`src/rtl/pwrup_rst_seq_pkg.sv`:
```
package pwrup_rst_seq_pkg;

    typedef enum logic [2:0] {
        PH_POR  = 3'd0,
        PH_BOR  = 3'd1,
        PH_PWRT = 3'd2,
        PH_OST  = 3'd3,
        PH_PLL  = 3'd4,
        PH_RUN  = 3'd5
    } phase_e;

    typedef enum logic [2:0] {
        OSC_LP  = 3'd0,
        OSC_XT  = 3'd1,
        OSC_HS  = 3'd2,
        OSC_HS4 = 3'd3,
        OSC_RC  = 3'd4,
        OSC_EC  = 3'd5
    } osc_mode_e;

    localparam int OST_CYCLES = 1024;

    // Crystal and resonator modes need the start-up count
    function automatic logic osc_needs_startup(input logic [2:0] mode);
        return (mode <= OSC_HS4);
    endfunction

endpackage

```
`src/rtl/pwrup_bor_filter.sv`:
```
module pwrup_bor_filter #(
    parameter int BOR_TICKS = 8
) (
    input  logic clk_osc,
    input  logic pwr_good,
    input  logic enable_i,
    input  logic low_i,
    input  logic tick_i,
    output logic trip_o
);
    localparam int FCW = $clog2(BOR_TICKS + 1);
    localparam logic [FCW-1:0] FULL = FCW'(BOR_TICKS);

    typedef struct packed {
        logic [FCW-1:0] cnt;
    } filt_t;

    filt_t f_d, f_q;
    logic  armed;

    assign armed = enable_i && low_i;

    always_comb begin
        f_d = f_q;
        if (!armed) begin
            f_d.cnt = '0;
        end else if (tick_i && (f_q.cnt != FULL)) begin
            f_d.cnt = f_q.cnt + 1'b1;
        end
    end

    always_ff @(posedge clk_osc or negedge pwr_good) begin
        if (!pwr_good) begin
            f_q <= '0;
        end else begin
            f_q <= f_d;
        end
    end

    assign trip_o = armed && (f_q.cnt == FULL);

endmodule

```
`src/rtl/pwrup_seq_fsm.sv`:
```
module pwrup_seq_fsm
    import pwrup_rst_seq_pkg::*;
#(
    parameter int PWRT_TICKS = 72,
    parameter int PLL_TICKS  = 64
) (
    input  logic       clk_osc,
    input  logic       pwr_good,
    input  logic       rc_tick,
    input  logic       supply_low,
    input  logic       bor_trip,
    input  logic       wake_req,
    input  logic       cfg_pwrt_en,
    input  logic       cfg_bor_en,
    input  logic [2:0] cfg_osc_mode,
    input  logic       cfg_pll_en,
    output phase_e     phase_o,
    output logic       rst_o
);
    localparam int MAX_A = (PWRT_TICKS > PLL_TICKS) ? PWRT_TICKS : PLL_TICKS;
    localparam int MAX_W = (MAX_A > OST_CYCLES) ? MAX_A : OST_CYCLES;
    localparam int CW    = $clog2(MAX_W);
    localparam logic [CW-1:0] PWRT_LAST = CW'(PWRT_TICKS - 1);
    localparam logic [CW-1:0] OST_LAST  = CW'(OST_CYCLES - 1);
    localparam logic [CW-1:0] PLL_LAST  = CW'(PLL_TICKS - 1);

    typedef struct packed {
        phase_e        phase;
        logic [CW-1:0] cnt;
        logic          rst;
    } seq_t;

    seq_t   s_d, s_q;
    phase_e after_ost;
    phase_e after_timer;
    phase_e after_supply;
    logic   raw_low;

    // Fixed chain: timer, then start-up count, then PLL lock
    always_comb begin
        after_ost    = cfg_pll_en ? PH_PLL : PH_RUN;
        after_timer  = osc_needs_startup(cfg_osc_mode) ? PH_OST : after_ost;
        after_supply = cfg_pwrt_en ? PH_PWRT : after_timer;
        raw_low      = cfg_bor_en && supply_low;
    end

    always_comb begin
        s_d = s_q;
        unique case (s_q.phase)
            PH_POR: begin
                s_d.phase = after_supply;
                s_d.cnt   = '0;
            end
            PH_BOR: begin
                s_d.cnt = '0;
                if (!raw_low) begin
                    s_d.phase = after_supply;
                end
            end
            PH_PWRT: begin
                if (raw_low) begin
                    s_d.phase = PH_BOR;
                    s_d.cnt   = '0;
                end else if (rc_tick) begin
                    if (s_q.cnt == PWRT_LAST) begin
                        s_d.phase = after_timer;
                        s_d.cnt   = '0;
                    end else begin
                        s_d.cnt = s_q.cnt + 1'b1;
                    end
                end
            end
            PH_OST: begin
                if (bor_trip) begin
                    s_d.phase = PH_BOR;
                    s_d.cnt   = '0;
                end else if (s_q.cnt == OST_LAST) begin
                    s_d.phase = after_ost;
                    s_d.cnt   = '0;
                end else begin
                    s_d.cnt = s_q.cnt + 1'b1;
                end
            end
            PH_PLL: begin
                if (bor_trip) begin
                    s_d.phase = PH_BOR;
                    s_d.cnt   = '0;
                end else if (rc_tick) begin
                    if (s_q.cnt == PLL_LAST) begin
                        s_d.phase = PH_RUN;
                        s_d.cnt   = '0;
                    end else begin
                        s_d.cnt = s_q.cnt + 1'b1;
                    end
                end
            end
            PH_RUN: begin
                s_d.cnt = '0;
                if (bor_trip) begin
                    s_d.phase = PH_BOR;
                end else if (wake_req) begin
                    s_d.phase = after_timer;
                end
            end
            default: begin
                s_d.phase = PH_POR;
                s_d.cnt   = '0;
            end
        endcase
        s_d.rst = (s_d.phase != PH_RUN);
    end

    always_ff @(posedge clk_osc or negedge pwr_good) begin
        if (!pwr_good) begin
            s_q.phase <= PH_POR;
            s_q.cnt   <= '0;
            s_q.rst   <= 1'b1;
        end else begin
            s_q <= s_d;
        end
    end

    assign phase_o = s_q.phase;
    assign rst_o   = s_q.rst;

endmodule

```
`src/rtl/pwrup_rst_seq.sv`:
```
module pwrup_rst_seq
    import pwrup_rst_seq_pkg::*;
#(
    parameter int PWRT_TICKS = 72,
    parameter int BOR_TICKS  = 8,
    parameter int PLL_TICKS  = 64
) (
    input  logic       clk_osc,
    input  logic       pwr_good,
    input  logic       rc_tick,
    input  logic       supply_low,
    input  logic       wake_req,
    input  logic       cfg_pwrt_en,
    input  logic       cfg_bor_en,
    input  logic [2:0] cfg_osc_mode,
    input  logic       cfg_pll_en,
    output logic       chip_rst,
    output logic [2:0] phase
);
    logic   bor_trip;
    phase_e cur_phase;

    pwrup_bor_filter #(
        .BOR_TICKS(BOR_TICKS)
    ) i_filter (
        .clk_osc (clk_osc),
        .pwr_good(pwr_good),
        .enable_i(cfg_bor_en),
        .low_i   (supply_low),
        .tick_i  (rc_tick),
        .trip_o  (bor_trip)
    );

    pwrup_seq_fsm #(
        .PWRT_TICKS(PWRT_TICKS),
        .PLL_TICKS (PLL_TICKS)
    ) i_fsm (
        .clk_osc     (clk_osc),
        .pwr_good    (pwr_good),
        .rc_tick     (rc_tick),
        .supply_low  (supply_low),
        .bor_trip    (bor_trip),
        .wake_req    (wake_req),
        .cfg_pwrt_en (cfg_pwrt_en),
        .cfg_bor_en  (cfg_bor_en),
        .cfg_osc_mode(cfg_osc_mode),
        .cfg_pll_en  (cfg_pll_en),
        .phase_o     (cur_phase),
        .rst_o       (chip_rst)
    );

    assign phase = cur_phase;

endmodule

```
`config.mk`:
```
export PLATFORM = sky130hd
export DESIGN_NAME = pwrup_rst_seq
export DESIGN_NICKNAME = d
export VERILOG_FILES = /design/src/rtl/pwrup_rst_seq_pkg.sv /design/src/rtl/pwrup_bor_filter.sv /design/src/rtl/pwrup_seq_fsm.sv /design/src/rtl/pwrup_rst_seq.sv
export SDC_FILE = /design/constraint.sdc
export NUM_CORES = 1
export LEC_CHECK = 0
export ABC_AREA = 0
export BUFFER_PORTS_ARGS = -buffer_cell sky130_fd_sc_hd__buf_2
export CAP_MARGIN = 20
export CORE_UTILIZATION = 50
export CTS_BUF_LIST = sky130_fd_sc_hd__clkbuf_2
export DETAILED_ROUTE_END_ITERATION = 10
export PLACE_DENSITY_LB_ADDON = 0.08
export SLEW_MARGIN = 40
export SYNTH_ARGS = -nofsm -noshare
export SYNTH_HDL_FRONTEND = slang
export SYNTH_SLANG_ARGS = --single-unit
```
`constraint.sdc`:
```
create_clock -name clk_osc -period 6 [get_ports clk_osc]
set_clock_uncertainty 0.15 [all_clocks]
set_input_delay 1.8 -clock clk_osc [delete_from_list [all_inputs] [get_ports clk_osc]]
set_output_delay 1.8 -clock clk_osc [all_outputs]
set_load 0.02 [all_outputs]
```
## Word-level counts from Yosys, hierarchy flattened

Cells that the tools add are included.

| storage, ports and cells | value |
|---|---|
| register bits | 18 |
| bits of input ports | 11 |
| word-level logic and storage cells | 46 |

| cells by class | value |
|---|---|
| add/subtract/negate cells | 2 |
| magnitude comparators | 1 |
| eq/ne operators | 14 |
| mux-type cells | 20 |
| reduce and logical (&&, ||, !) cells | 5 |

Operators with widths:

| operator | count |
|---|---|
| $pmux 13 s6 | 1 |
| $mux 13 | 5 |
| $mux 10 | 3 |
| $mux 3 | 8 |
| $add 10x1->10 const B | 1 |
| $eq 10x10->1 const B | 1 |
| $eq 10x6->1 const B | 1 |
| $eq 10x7->1 const B | 1 |
| $ne 3x3->1 const B | 3 |
| $mux 4 | 2 |
| $eq 3x2->1 const B | 2 |
| $eq 3x3->1 const B | 2 |
| $add 4x1->4 const B | 1 |
| $eq 4x4->1 const B | 1 |
| $ne 4x4->1 const B | 1 |
| $eq 3x1->1 const B | 1 |
| $le 3x2->1 const B | 1 |
| $logic_and 1x1->1 | 3 |
| $logic_not 3->1 | 1 |
| $ne 2x2->1 const B | 1 |
| $reduce_and 2->1 | 1 |
| $mux 1 | 1 |

## Longest topological paths before layout

Gate-level depths: netlist of the first run.

| depth | value |
|---|---|
| depth in word-level cells | 7 |
| mapped depth | 7 |

## Hierarchy

A second synthesis of the first run with hierarchy kept.

| unflattened totals | value |
|---|---|
| cell total of the unflattened synthesis | 136 |
| area, all modules | 1241.2 µm² |

Modules (own cells, without submodules):

| module | instances | cells an instance | area each (µm²) |
|---|---|---|---|
| pwrup_seq_fsm | 1 | 112 | 994.7 |
| pwrup_bor_filter | 1 | 24 | 246.5 |

## Least setup slack after synthesis of the first run

No wires, ideal clock.

| timing | value |
|---|---|
| path type | input to register |
| start | input cfg_bor_en |
| end | register i_fsm.s_q[7] (netlist bit) |
| library setup time | 96 ps |
| arrival | 2962 ps |
| required time | 5754 ps |
| setup slack | 2792 ps |
| stages | 6 |
| buffers on the path | 1 |
| cells stage by stage | and2_4 buf_6 or4_4 nand2_8 nor3_4 o32ai_2 |

| between the ends | value |
|---|---|
| word-level cells in the longest chain between the ends | 4 |

RTL lines:

| element | RTL line | source |
|---|---|---|
| start, declared | pwrup_rst_seq.sv:14 | `input logic cfg_bor_en,` |
| $logic_and 1x1->1 (*) | pwrup_bor_filter.sv:21, pwrup_seq_fsm.sv:44 |  |
| $logic_and 1x1->1 | pwrup_bor_filter.sv:40 | `assign trip_o = armed && (f_q.cnt == FULL);` |
| $mux 13, or another cell as far along | pwrup_seq_fsm.sv:85 | `if (bor_trip) begin` |
| $pmux 13 s6 or $reduce_and 2->1 (tied branches) | n/a |  |
| end, declared | pwrup_seq_fsm.sv:33 | `seq_t s_d, s_q;` |

Mark *: on every way between the ends. The rest lies on a longest branch, timed or not.
A chain may end at the register's enable or synchronous reset.

## Final worst setup path of the first run

| timing | value |
|---|---|
| start | register i_fsm.phase_o[0] (netlist name) |
| end | output phase[0] |

RTL lines:

| element | RTL line | source |
|---|---|---|
| end, declared | pwrup_rst_seq.sv:18 | `output logic [2:0] phase` |

No word-level cell between the ends.

==> results of run 1 <==
final timing paths:
kind                                             start                          end  cells after the start
min                           i_fsm.s_q[2]$_DFFE_PN0P_     i_fsm.s_q[2]$_DFFE_PN0P_                      2
min in group asynchronous                     pwr_good  i_filter.f_q[2]$_DFFE_PN0P_                      1
max                         i_fsm.phase_o[0]$_DFF_PN0_                     phase[0]                      1
min reg2reg                   i_fsm.s_q[2]$_DFFE_PN0P_     i_fsm.s_q[2]$_DFFE_PN0P_                      2
max in group asynchronous                     pwr_good        i_fsm.rst_o$_DFF_PN1_                      1
max reg2reg                i_filter.f_q[0]$_DFFE_PN0P_     i_fsm.s_q[4]$_DFFE_PN0P_                      7
state kept, by name (all words and copies together), names as in the netlist:
register / count
i_fsm.phase_o: 3
i_fsm.rst_o: 1
i_filter.f_q: 4
i_fsm.s_q: 10
kinds of logic (layout without fill, tap and decap cells):
group	after synthesis	in the layout	share of synthesized area
adders and majority gates	3	3	0.02815
AOI/OAI and AO/OA	38	38	0.2148
and+or+nand+nor	68	68	0.3284
DFF	18	18	0.3387
xor gates and xnor gates	3	3	0.01970
buffers and inverters	15	22	0.07035
cell usage in the layout (no fill, tap or decap), types with 4 or more instances in the layout:
master	synthesis	layout
sky130_fd_sc_hd__nand3_1	5	5
sky130_fd_sc_hd__nand4_1	7	7
sky130_fd_sc_hd__inv_1	6	6
sky130_fd_sc_hd__a21oi_1	5	5
sky130_fd_sc_hd__buf_2	1	12
sky130_fd_sc_hd__clkbuf_2	0	4
sky130_fd_sc_hd__o21ai_0	6	6
sky130_fd_sc_hd__dfrtp_1	17	17
sky130_fd_sc_hd__nor2_1	7	7
sky130_fd_sc_hd__nand2_1	19	19
sky130_fd_sc_hd__a31oi_1	4	4
area by class of cell:
type	instances	share of cell area
Multi-Input combinational cell	112	0.5712
Sequential cell	18	0.3273
Timing Repair Buffer	12	0.04352
Tap cell	30	0.02720
Inverter	6	0.01632
Clock buffer	4	0.01451
report_power, final:
| part | total (mW) | switching, mW | internal [mW] |
|---|---|---|---|
| Sequential | 0.174 | 0.0320 | 0.142 |
| Clock | 0.0570 | 0.0393 | 0.0176 |
| Combinational | 0.182 | 0.113 | 0.0685 |
| Total | 0.412 | 0.185 | 0.228 |
per-layer routing:
layer	up-vias	GRT usage
li1	557	-
met1	526	0.2710
met2	25	0.3938
met3	7	0.03390
met4	0	0.07895
met5	-	0
per-stage QoR:
stage	instances	utilization	hold WS (ps)	total power, mW
after floorplan	145	-	320.2	0.3209
after global placement	178	0.5440	337.3	0.3530
after detailed placement	178	0.5440	350.7	0.3571
after CTS	182	0.5521	387.9	0.4157
after global routing	182	0.5521	431.0	0.4417
final	182	0.5521	382.4	0.4124
==> impl_results.md, run 1 <==
* Buffers added on ports at 12
* H-tree level count at 1
* Via count of the first global-routing pass at 1025
* Routed length on met2 at approximately 1300 um
* Highest net fanout along the worst path at 13
* Number of nets in the final layout at 167
* Type of element launching the critical path: flip-flop
* Nature of the critical path endpoint: primary output
* Final count of negative-setup-slack endpoints at 0
* Post-detailed-route count of antenna-violating nets at 0
* Syn_nets at about 160
* Setup slack of the critical path after layout at 2892 ps
* Class of the most critical setup path: flip-flop to primary output
* Overflow left after global routing at 0
* Met1 wire length at 1381 um
* Clock-pin slew on the worst setup and hold paths at between 150 and 200 ps
* Number of antenna violations at the first check in global routing at 0
* Portion of the post-synthesis area used by sequential elements at 0.3386
* Critical path arrival at ~1200 ps
* Yosys warning count at 0
* Number of detailed-routing iterations run before antenna repair at 4
* Number of pins exceeding their max-slew limit in the final report at 0
* Commonest cells in the netlist: 19 x sky130_fd_sc_hd__nand2_1, 17 x sky130_fd_sc_hd__dfrtp_1, 7 x sky130_fd_sc_hd__nand4_1, 7 x sky130_fd_sc_hd__nor2_1
* Area growth, synth to finish at 3.471%
* TNS Setup at 0 ps
* Data required time of the worst path at 4050 ps
* Top flip-flop cell by instance count after synthesis: sky130_fd_sc_hd__dfrtp_1
* Starting Density at 0.5335
* Area of combinational cells with multiple inputs at 788.3 sq um
* Family with the most delay on the worst path: flip-flops
* Most frequent cell after synthesis: sky130_fd_sc_hd__nand2_1
* Worst Path Buf+Inv at 1
* Worst setup slack before clock tree synthesis at around 2600 ps
* Overall via count from detail_route at between 1000 and 1500
* Combined area of all synthesized cells at 1334 sq um
* Synthesis-stage register bit count at 18
* Die height at 53.65 um
* Number of setup buffers added after CTS at 0
* Lkg Pwr at 0.5851 nW
* DRC violation total after the first TritonRoute iteration at 20
* Slowest Stage Delay on Critical Path at approximately 610 ps
* CTS tree: yes
* Max clock buf depth at 2
* Number of buffers created by CTS at 3
* Number of placement rows at 18
* Unrepaired setup endpoints after global routing: false
* Final clock period utilization by the worst path at 0.5180
* Standard cell area after detailed placement at 1360 sq um
* Number of enable-type register cells in the synthesized netlist at 0
* Average footprint of a synthesized cell at 9.198 sq um
* Cell type with the highest aggregate area in the netlist: sky130_fd_sc_hd__dfrtp_1
* Largest cells by area after synthesis: sky130_fd_sc_hd__dfrtp_1 32%, sky130_fd_sc_hd__nand2_1 5.3%, sky130_fd_sc_hd__nand4_1 3.3%
* Cts-stage hold buffer count at 0
* Global placement routability congestion at 0.7438
* Boundary pin count at 15
* Full die area at 2878 sq um
* Die Width at 53.65 um
* First-pass GRT wire length at 4554 um
* Final critical delay including setup and external delays at 3108 ps
* Pwr Density at 298.8 nW/um^2
* Footprint of the flip-flops and latches at 451.7 sq um
* Clock net sink count at 18
* DRC Markers at 0
* Worst reg2reg setup slack at 3830 ps
* Largest net degree at the start of global routing at 19
* Fraction of layout instances using a drive strength above 1 at 0.2171
* GRT Total Usage at 0.2224
* Cells along the critical path: buf_2
* Worst slew margin relative to its limit at 0.7166
* Clock latency of the later-clocked register in the worst-skew pair at 320 ps
* Post-CTS resize count at 0
* Worst slew pin tran at 414.3 ps
* Placed wire-length estimate after detailed placement at 2112 um
* Antenna cell count at 0
* Number of distinct library cell variants in the gate-level netlist after synthesis at 58
* Hold violation count in the final report at 0
* Root Driver: sky130_fd_sc_hd__clkbuf_2
* Cell with the biggest individual delay on the critical path: sky130_fd_sc_hd__dfrtp_1
* Largest voltage drop on the vdd net at 0.2462 mV
* WL per Instance at 15.62 um
* Highest metal used: met4
* Post-Layout Inst Area at between 1000 and 1500 sq um
* Maximum operating frequency at 321.7 MHz
* Length of routed met3 wiring at ~76 um
* Number of cells produced by synthesis at 145
* # fillers at roughly 250
* Run status: completed
* Proportion of register bits with asynchronous set or reset after synthesis at 1.000
* Routed WL at 2842 um
* Path type of the worst min-delay path: flip-flop to flip-flop
* Area fraction of the dominant cell type after synthesis at 0.3189
* MaxCap Viol Count at 0
* Core Area at about 2500 sq um
* Via density at 6.126
No activity file was read; power rests on OpenSTA's default activity.
==> inputs of run 2 (changes only) <==
Clock period 6 ns to 3.1 ns, I/O delays scaled along.
==> run 2 against run 1 <==
Setup slack got worse by 2000 ps. Register-to-register slack got worse by 2900 ps. Final cell count did not move. Critical path depth is the same. Global-route usage is 0.44 points lower. Design area about the same. Utilization is essentially flat. First-iteration DRC count shrank 5.0%. Power is 93% higher. Wire length up 0.18%.
==> impl_results.md, run 2 (synthesized netlist as in run 1, its figures left out) <==
* Run status: completed (unchanged)
* Worst reg2reg setup slack at 930 ps (was 3830 ps)
* Placed wire-length estimate after detailed placement at 2105 um (was 2112 um)
* Number of buffers created by CTS at 3 (unchanged)
* Boundary pin count at 15 (unchanged)
* Max clock buf depth at 2 (unchanged)
* Hold violation count in the final report at 0 (unchanged)
* Critical path arrival at 1140 ps (was 1160 ps)
* Maximum operating frequency at around 450 MHz
* Util after Layout at 0.5516 (was 0.5521)
* Routed length on met2 at 1370 um (was 1339 um)
* Antenna cell count at 0 (unchanged)
* # fillers at 245 (was 252)
* Number of nets in the final layout at 167 (unchanged)
* Largest net degree at the start of global routing at 19 (unchanged)
* Full die area at 2878 sq um (unchanged)
* Family with the most delay on the worst path: flip-flops (unchanged)
* Via density at 6.286 (was 6.126)
* Commonest cells after routing, fill and taps aside: 19 x sky130_fd_sc_hd__nand2_1, 17 x sky130_fd_sc_hd__dfrtp_1, 12 x sky130_fd_sc_hd__buf_2 (unchanged)
* Path type of the worst min-delay path: input port to asynchronous set/reset pin (was flip-flop to flip-flop)
* WL per Instance at 15.64 um (was 15.62 um)
* Cell with the biggest individual delay on the critical path: sky130_fd_sc_hd__dfrtp_1 (unchanged)
* Area of combinational cells with multiple inputs at 788.3 sq um (unchanged)
* Clock-pin slew on the worst setup and hold paths at 190 ps (was 160 ps)
* Type of element launching the critical path: flip-flop (unchanged)
* GRT Total Usage at 0.2179 (was 0.2224)
* Number of cells after detailed placement at 178 (unchanged)
* Final critical delay including setup and external delays at 2219 ps
* Core Area at 2500 sq um (unchanged)
* Cts-stage hold buffer count at 0 (unchanged)
* Critical register-to-register path startpoint: i_filter.f_q[0]$_DFFE_PN0P_ (unchanged)
* Overflow left after global routing at 0 (unchanged)
* Unrepaired setup endpoints after global routing: false (unchanged)
* Number of pins exceeding their max-slew limit in the final report at 0 (unchanged)
* CP Depth at 1 (unchanged)
* Final clock period utilization by the worst path at 0.7160
* Fraction of layout instances using a drive strength above 1 at 0.2105 (was 0.2171)
* CTS tree: yes (unchanged)
* Worst slew margin relative to its limit at 0.7185 (was 0.7166)
* Most common library cell in the layout ignoring fill and taps: sky130_fd_sc_hd__nand2_1 (unchanged)
* Length of routed met3 wiring at 87 um (was 76 um)
* Clock net sink count at 18 (unchanged)
* Root Driver: sky130_fd_sc_hd__clkbuf_2 (unchanged)
* Footprint of the flip-flops and latches at 451.7 sq um (unchanged)
* Worst R2R Path Depth at 7 (unchanged)
* H-tree level count at 1 (unchanged)
* Number of placement rows at 18 (unchanged)
* Overall via count from detail_route at 1144 (was 1115)
* MaxCap Viol Count at 0 (unchanged)
* Die height at 53.65 um (unchanged)
* Met1 wire length at 1369 um (was 1381 um)
* Via count of the first global-routing pass at 1012 (was 1025)
* Routed WL at 2847 um (was 2842 um)
* TNS Setup at 0 ps (unchanged)
* Highest net fanout along the worst path at 13 (unchanged)
* Data required time of the worst path at 2020 ps (was 4050 ps)
* Post-route insts no fill at 182 (unchanged)
* Worst slew pin tran at 411.6 ps (was 414.3 ps)
* Post-CTS resize count at 0 (unchanged)
* Number of setup buffers added after CTS at 0 (unchanged)
* Lkg Pwr at 0.5825 nW (was 0.5851 nW)
* Register containing the most flip-flops in the final layout: i_fsm.s_q (unchanged)
* DRC violation total after the first TritonRoute iteration at 19 (was 20)
* Nature of the critical path endpoint: primary output (unchanged)
* Highest metal used: met4 (unchanged)
* Worst hold slack at 345.9 ps (was 382.4 ps)
* Starting Density at 0.5335 (unchanged)
* Class of the most critical setup path: flip-flop to primary output (unchanged)
* Final count of negative-setup-slack endpoints at 0 (unchanged)
* Largest voltage drop on the vdd net at 0.4270 mV (was 0.2462 mV)
* Cells along the critical path: buf_2 (unchanged)
* Clock latency of the later-clocked register in the worst-skew pair at 330 ps (was 320 ps)
* Endpoint of the worst register-to-register path: i_fsm.s_q[4]$_DFFE_PN0P_ (unchanged)
* Post-detailed-route count of antenna-violating nets at 0 (unchanged)
* Flip-flop count of the largest register after layout at 10 (unchanged)
* First-pass GRT wire length at 4498 um (was 4554 um)
* Global placement routability congestion at 0.7431 (was 0.7438)
* Die Width at 53.65 um (unchanged)
* Number of detailed-routing iterations run before antenna repair at 4 (unchanged)
* Worst Path Buf+Inv at 1 (unchanged)
* Pwr Density at 576.2 nW/um^2 (was 298.8 nW/um^2)
* Slowest Stage Delay on Critical Path at 600 ps (was 610 ps)
* Area growth, synth to finish at 3.377% (was 3.471%)
* Number of antenna violations at the first check in global routing at 0 (unchanged)
* DRC Markers at 0 (unchanged)
* Buffers added on ports at 12 (unchanged)
[run 2: cell types whose count changed in the layout (fill, tap and decap cells not counted), sizes merged]
cell	delta
clkinv	+1
clkbuf	-1
[run 2: worst max-delay path by stage]
| stage | start | end | slack, ps |
|---|---|---|---|
| after global placement | cfg_bor_en | i_fsm.s_q[3]$_DFFE_PN0P_ | 590 |
| final | i_fsm.phase_o[0]$_DFF_PN0_ | phase[0] | 880 |
| after CTS | i_fsm.phase_o[0]$_DFF_PN0_ | phase[0] | 870 |
| after floorplan | cfg_bor_en | i_fsm.s_q[7]$_DFFE_PN0P_ | 760 |
| after detailed placement | cfg_bor_en | i_fsm.s_q[8]$_DFFE_PN0P_ | 570 |
| after global routing | i_fsm.phase_o[0]$_DFF_PN0_ | phase[0] | 780 |
[run 2: final cells by class]
| cell class | instances | area share |
|---|---|---|
| Tap cell | 30 | 0.02722 |
| Clock inverter | 1 | 0.002722 |
| Timing Repair Buffer | 12 | 0.04356 |
| Inverter | 6 | 0.01633 |
| Clock buffer | 3 | 0.01089 |
| Sequential cell | 18 | 0.3276 |
| Multi-Input combinational cell | 112 | 0.5717 |
[run 2: metrics by stage]
stage	instance area, sq um	worst slack (ps)	power, mW
floorplan	1334	762.1	0.6211
global placement	1360	587.6	0.6834
detailed placement	1360	574.0	0.6932
CTS	1379	873.4	0.7973
global route	1379	781.8	0.8512
finish	1379	880.5	0.7944
[run 2: report_power, final]
group / total, mW / internal (mW) / switching (mW) / leakage, nW
Combinational: 0.355 / 0.133 / 0.222 / 0.328
Sequential: 0.335 / 0.274 / 0.0602 / 0.241
Clock: 0.105 / 0.0280 / 0.0774 / 0.0140
Total: 0.794 / 0.435 / 0.360 / 0.582
[run 2: layer usage]
metal | vias to the layer above | global-route usage
li1 | 559 | -
met1 | 556 | 0.2735
met2 | 26 | 0.3813
met3 | 3 | 0.03390
met4 | 0 | 0.06579
met5 | - | 0
==> inputs of run 3 (changes only) <==
Settings changed: ABC_AREA 0 to 1.
Clock period 3.1 ns to 1.9 ns, I/O delays scaled along.
==> run 3 against run 2 <==
Sequential share of layout area down 3.7 points. Largest power group unchanged. Critical endpoint is now i_fsm.rst_o$_DFF_PN1_. Flip-flop and latch count is the same. Non-clock buffer count grew 8.
==> impl_results.md, run 3 <==
* Average footprint of a synthesized cell at 6.588 sq um (was 9.198 sq um)
* Combined area of all synthesized cells at 1364 sq um (was 1334 sq um)
* Largest net degree at the start of global routing at 19 (unchanged)
* Core Area at 2522 sq um (was 2500 sq um)
* Area growth, synth to finish at 14.04% (was 3.377%)
* Number of placement rows at 18 (unchanged)
* Largest voltage drop on the vdd net at 0.6962 mV (was 0.4270 mV)
* # fillers at 236 (was 245)
* Number of antenna violations at the first check in global routing at 0 (unchanged)
* Cells along the critical path: inv_2 -> ha_1 -> nand3_1 -> nor2_2 -> buf_4 -> inv_2 -> o211ai_1 -> nand4_1 -> nand2_1 (was buf_2)
* Instance count along the most critical hold path at 2
* Cell with the biggest individual delay on the critical path: sky130_fd_sc_hd__dfrtp_1 (unchanged)
* Commonest cells after routing, fill and taps aside: 53 x sky130_fd_sc_hd__nand2_1, 26 x sky130_fd_sc_hd__inv_1, 22 x sky130_fd_sc_hd__nor2_1 (was 19 x sky130_fd_sc_hd__nand2_1, 17 x sky130_fd_sc_hd__dfrtp_1, 12 x sky130_fd_sc_hd__buf_2)
* Pwr Density at 833.3 nW/um^2 (was 576.2 nW/um^2)
* Syn_nets at 221 (was 159)
* Post-detailed-route count of antenna-violating nets at 0 (unchanged)
* DRC violation total after the first TritonRoute iteration at 58 (was 19)
* Number of detailed-routing iterations run before antenna repair at 4 (unchanged)
* Placed wire-length estimate after detailed placement at 2499 um (was 2105 um)
* Antenna cell count at 0 (unchanged)
* Overflow left after global routing at 0 (unchanged)
* Overall via count from detail_route at 1432 (was 1144)
* Most common library cell in the layout ignoring fill and taps: sky130_fd_sc_hd__nand2_1 (unchanged)
* Final clock period utilization by the worst path at 0.9252
* Largest cells by area after synthesis: sky130_fd_sc_hd__dfrtp_1 31%, sky130_fd_sc_hd__nand2_1 15%, sky130_fd_sc_hd__inv_1 8.0% (was sky130_fd_sc_hd__dfrtp_1 32%, sky130_fd_sc_hd__nand2_1 5.3%, sky130_fd_sc_hd__nand4_1 3.3%)
* Clock latency of the later-clocked register in the worst-skew pair at 320 ps (was 330 ps)
* Commonest cells in the netlist: 54 x sky130_fd_sc_hd__nand2_1, 29 x sky130_fd_sc_hd__inv_1, 25 x sky130_fd_sc_hd__nor2_1, 20 x sky130_fd_sc_hd__nand3_1, 17 x sky130_fd_sc_hd__dfrtp_1 (was 19 x sky130_fd_sc_hd__nand2_1, 17 x sky130_fd_sc_hd__dfrtp_1, 7 x sky130_fd_sc_hd__nand4_1, 7 x sky130_fd_sc_hd__nor2_1)
* Hold violation count in the final report at 0 (unchanged)
* Worst Path Buf+Inv at 3 (was 1)
* CTS tree: yes (unchanged)
* Clock net sink count at 18 (unchanged)
* Number of cells after detailed placement at 252 (was 178)
* Die height at 54.23 um (was 53.65 um)
* Register containing the most flip-flops in the final layout: i_fsm.s_q (unchanged)
* Endpoint of the worst register-to-register path: i_fsm.rst_o$_DFF_PN1_ (was i_fsm.s_q[4]$_DFFE_PN0P_)
* Family with the most delay on the worst path: simple AND/OR/NAND/NOR gates (was flip-flops)
* WL per Instance at 12.60 um (was 15.64 um)
* Critical register-to-register path startpoint: i_filter.f_q[0]$_DFFE_PN0P_ (unchanged)
* Most frequent cell on the critical path: sky130_fd_sc_hd__inv_2
* GRT Total Usage at 0.2558 (was 0.2179)
* Proportion of register bits with asynchronous set or reset after synthesis at 1.000 (unchanged)
* Nature of the critical path endpoint: flip-flop (was primary output)
* First-pass GRT wire length at 5423 um (was 4498 um)
* Number of enable-type register cells in the synthesized netlist at 0 (unchanged)
* Max clock buf depth at 2 (unchanged)
* Highest net fanout along the worst path at 10 (was 13)
* Number of cells produced by synthesis at 207 (was 145)
* Fraction of layout instances using a drive strength above 1 at 0.1886 (was 0.2105)
* Buffers added on ports at 12 (unchanged)
* Full die area at 2940 sq um (was 2878 sq um)
* Maximum operating frequency at roughly 570 MHz
* Clock-pin slew on the worst setup and hold paths at 180 ps (was 190 ps)
* Final critical delay including setup and external delays at 1758 ps
* Global placement routability congestion at 0.9025 (was 0.7431)
* Starting Density at 0.5407 (was 0.5335)
* Slowest Stage Delay on Critical Path at 440 ps (was 600 ps)
* Via count of the first global-routing pass at 1257 (was 1012)
* Synthesis-stage register bit count at 18 (unchanged)
* Final count of negative-setup-slack endpoints at 0 (unchanged)
* Data required time of the worst path at 2030 ps (was 2020 ps)
* Portion of the post-synthesis area used by sequential elements at 0.3312 (was 0.3386)
* Most frequent cell after synthesis: sky130_fd_sc_hd__nand2_1 (unchanged)
* Yosys warning count at 0 (unchanged)
* Number of pins exceeding their max-slew limit in the final report at 0 (unchanged)
* Top flip-flop cell by instance count after synthesis: sky130_fd_sc_hd__dfrtp_1 (unchanged)
* Critical path arrival at 1890 ps (was 1140 ps)
* Number of buffers created by CTS at 3 (unchanged)
* DRC Markers at 0 (unchanged)
* Area fraction of the dominant cell type after synthesis at 0.3119 (was 0.3189)
* Type of element launching the critical path: flip-flop (unchanged)
* Worst Hold Endpoint: i_filter.f_q[3]$_DFFE_PN0P_
* Worst R2R Path Depth at 9 (was 7)
* Number of nets in the final layout at 243 (was 167)
* TNS Setup at 0 ps (unchanged)
* Lkg Pwr at 0.7683 nW (was 0.5825 nW)
* Number of distinct library cell variants in the gate-level netlist after synthesis at 23 (was 58)
* Routed WL at 3250 um (was 2847 um)
* H-tree level count at 1 (unchanged)
* MaxCap Viol Count at 0 (unchanged)
* Class of the most critical setup path: flip-flop to flip-flop (was flip-flop to primary output)
* Worst slew margin relative to its limit at 0.7193 (was 0.7185)
* Root Driver: sky130_fd_sc_hd__clkbuf_2 (unchanged)
* Cell type with the highest aggregate area in the netlist: sky130_fd_sc_hd__dfrtp_1 (unchanged)
* Die Width at 54.23 um (was 53.65 um)
* Path type of the worst min-delay path: flip-flop to flip-flop (was input port to asynchronous set/reset pin)
* Launch instance of the worst min-delay path: i_filter.f_q[3]$_DFFE_PN0P_
* Worst slew pin tran at 421.0 ps (was 411.6 ps)
* Flip-flop count of the largest register after layout at 10 (unchanged)
* Boundary pin count at 15 (unchanged)
* Via density at 5.550 (was 6.286)
* Worst reg2reg setup slack at 140 ps (was 930 ps)
* Post-route insts no fill at 258 (was 182)
* Unrepaired setup endpoints after global routing: false (unchanged)
* Run status: completed (unchanged)
-- run 3: final cells by class --
cell class                      count  area, sq um  area share
Timing Repair Buffer               20        122.6     0.07884
Multi-Input combinational cell    155        808.3      0.5197
Clock buffer                        3        15.01    0.009654
Inverter                           31        116.4     0.07482
Clock inverter                      1        3.754    0.002414
Tap cell                           30        37.54     0.02414
Sequential cell                    18        451.7      0.2904
-- run 3: repair_timing --
item                                   4_1_cts  5_1_grt
hold buffers                                 0        1
setup endpoints to repair                    3       12
gates cloned                                 0        0
gates resized for setup                      1       10
setup buffers                                0        1
pin swaps                                    0        2
endpoints found under the hold margin        0        9
-- run 3: layer usage --
layer	wire [um]	global-route usage	up-vias	share of wire
met5	0	0	-	0
met4	44	0.07692	0	0.014
met3	172	0.02500	7	0.053
met2	1447	0.4085	52	0.45
met1	1587	0.3618	648	0.49
li1	-	-	725	-
-- run 3: where the power goes --
part | switching (mW) | internal (mW)
Sequential | 0.0695 | 0.444
Clock | 0.130 | 0.0457
Combinational | 0.409 | 0.198
Total | 0.608 | 0.688
-- run 3: metrics by stage --
stage	util	area (sq um)	power [mW]	hold slack, ps	worst slack, ps
2_1_floorplan	-	1364	0.9541	124.4	227.4
3_3_place_gp	0.5883	1484	1.064	345.7	59.27
5_1_grt	0.6166	1555	1.393	381.2	0.8260
6_report	0.6166	1555	1.296	397.1	142.1
3_5_place_dp	0.5883	1484	1.083	365.2	16.12
4_1_cts	0.5967	1505	1.258	0.8439	30.41
-- run 3: logic make-up after synthesis --
| logic type | share of synthesized area |
|---|---|
| AND/OR/NAND/NOR | 0.4395 |
| buffers and inverters | 0.1018 |
| AO/OA/AOI/OAI | 0.09358 |
| flip-flops | 0.3312 |
| adder cells (fa/ha/maj) | 0.02753 |
| XOR/XNOR | 0.006423 |
-- run 3: how the worst max path moves through the flow --
stage / cells after the start / start / end
floorplan: 7 / cfg_bor_en / i_fsm.s_q[1]$_DFFE_PN0P_
global placement: 8 / i_fsm.s_q[1]$_DFFE_PN0P_ / i_fsm.s_q[6]$_DFFE_PN0P_
detailed placement: 8 / i_fsm.s_q[1]$_DFFE_PN0P_ / i_fsm.s_q[1]$_DFFE_PN0P_
CTS: 8 / i_fsm.s_q[1]$_DFFE_PN0P_ / i_fsm.s_q[6]$_DFFE_PN0P_
global route: 9 / i_filter.f_q[0]$_DFFE_PN0P_ / i_fsm.s_q[6]$_DFFE_PN0P_
finish: 9 / i_filter.f_q[0]$_DFFE_PN0P_ / i_fsm.rst_o$_DFF_PN1_
-- run 3: worst register-to-register path: stages, from the launching register on --
cell                       delay, ps
sky130_fd_sc_hd__dfrtp_1         440
sky130_fd_sc_hd__inv_2            80
sky130_fd_sc_hd__ha_1            140
sky130_fd_sc_hd__nand3_1         140
sky130_fd_sc_hd__nor2_2          200
sky130_fd_sc_hd__buf_4           150
sky130_fd_sc_hd__inv_2            80
sky130_fd_sc_hd__o211ai_1        100
sky130_fd_sc_hd__nand4_1         150
sky130_fd_sc_hd__nand2_1          90
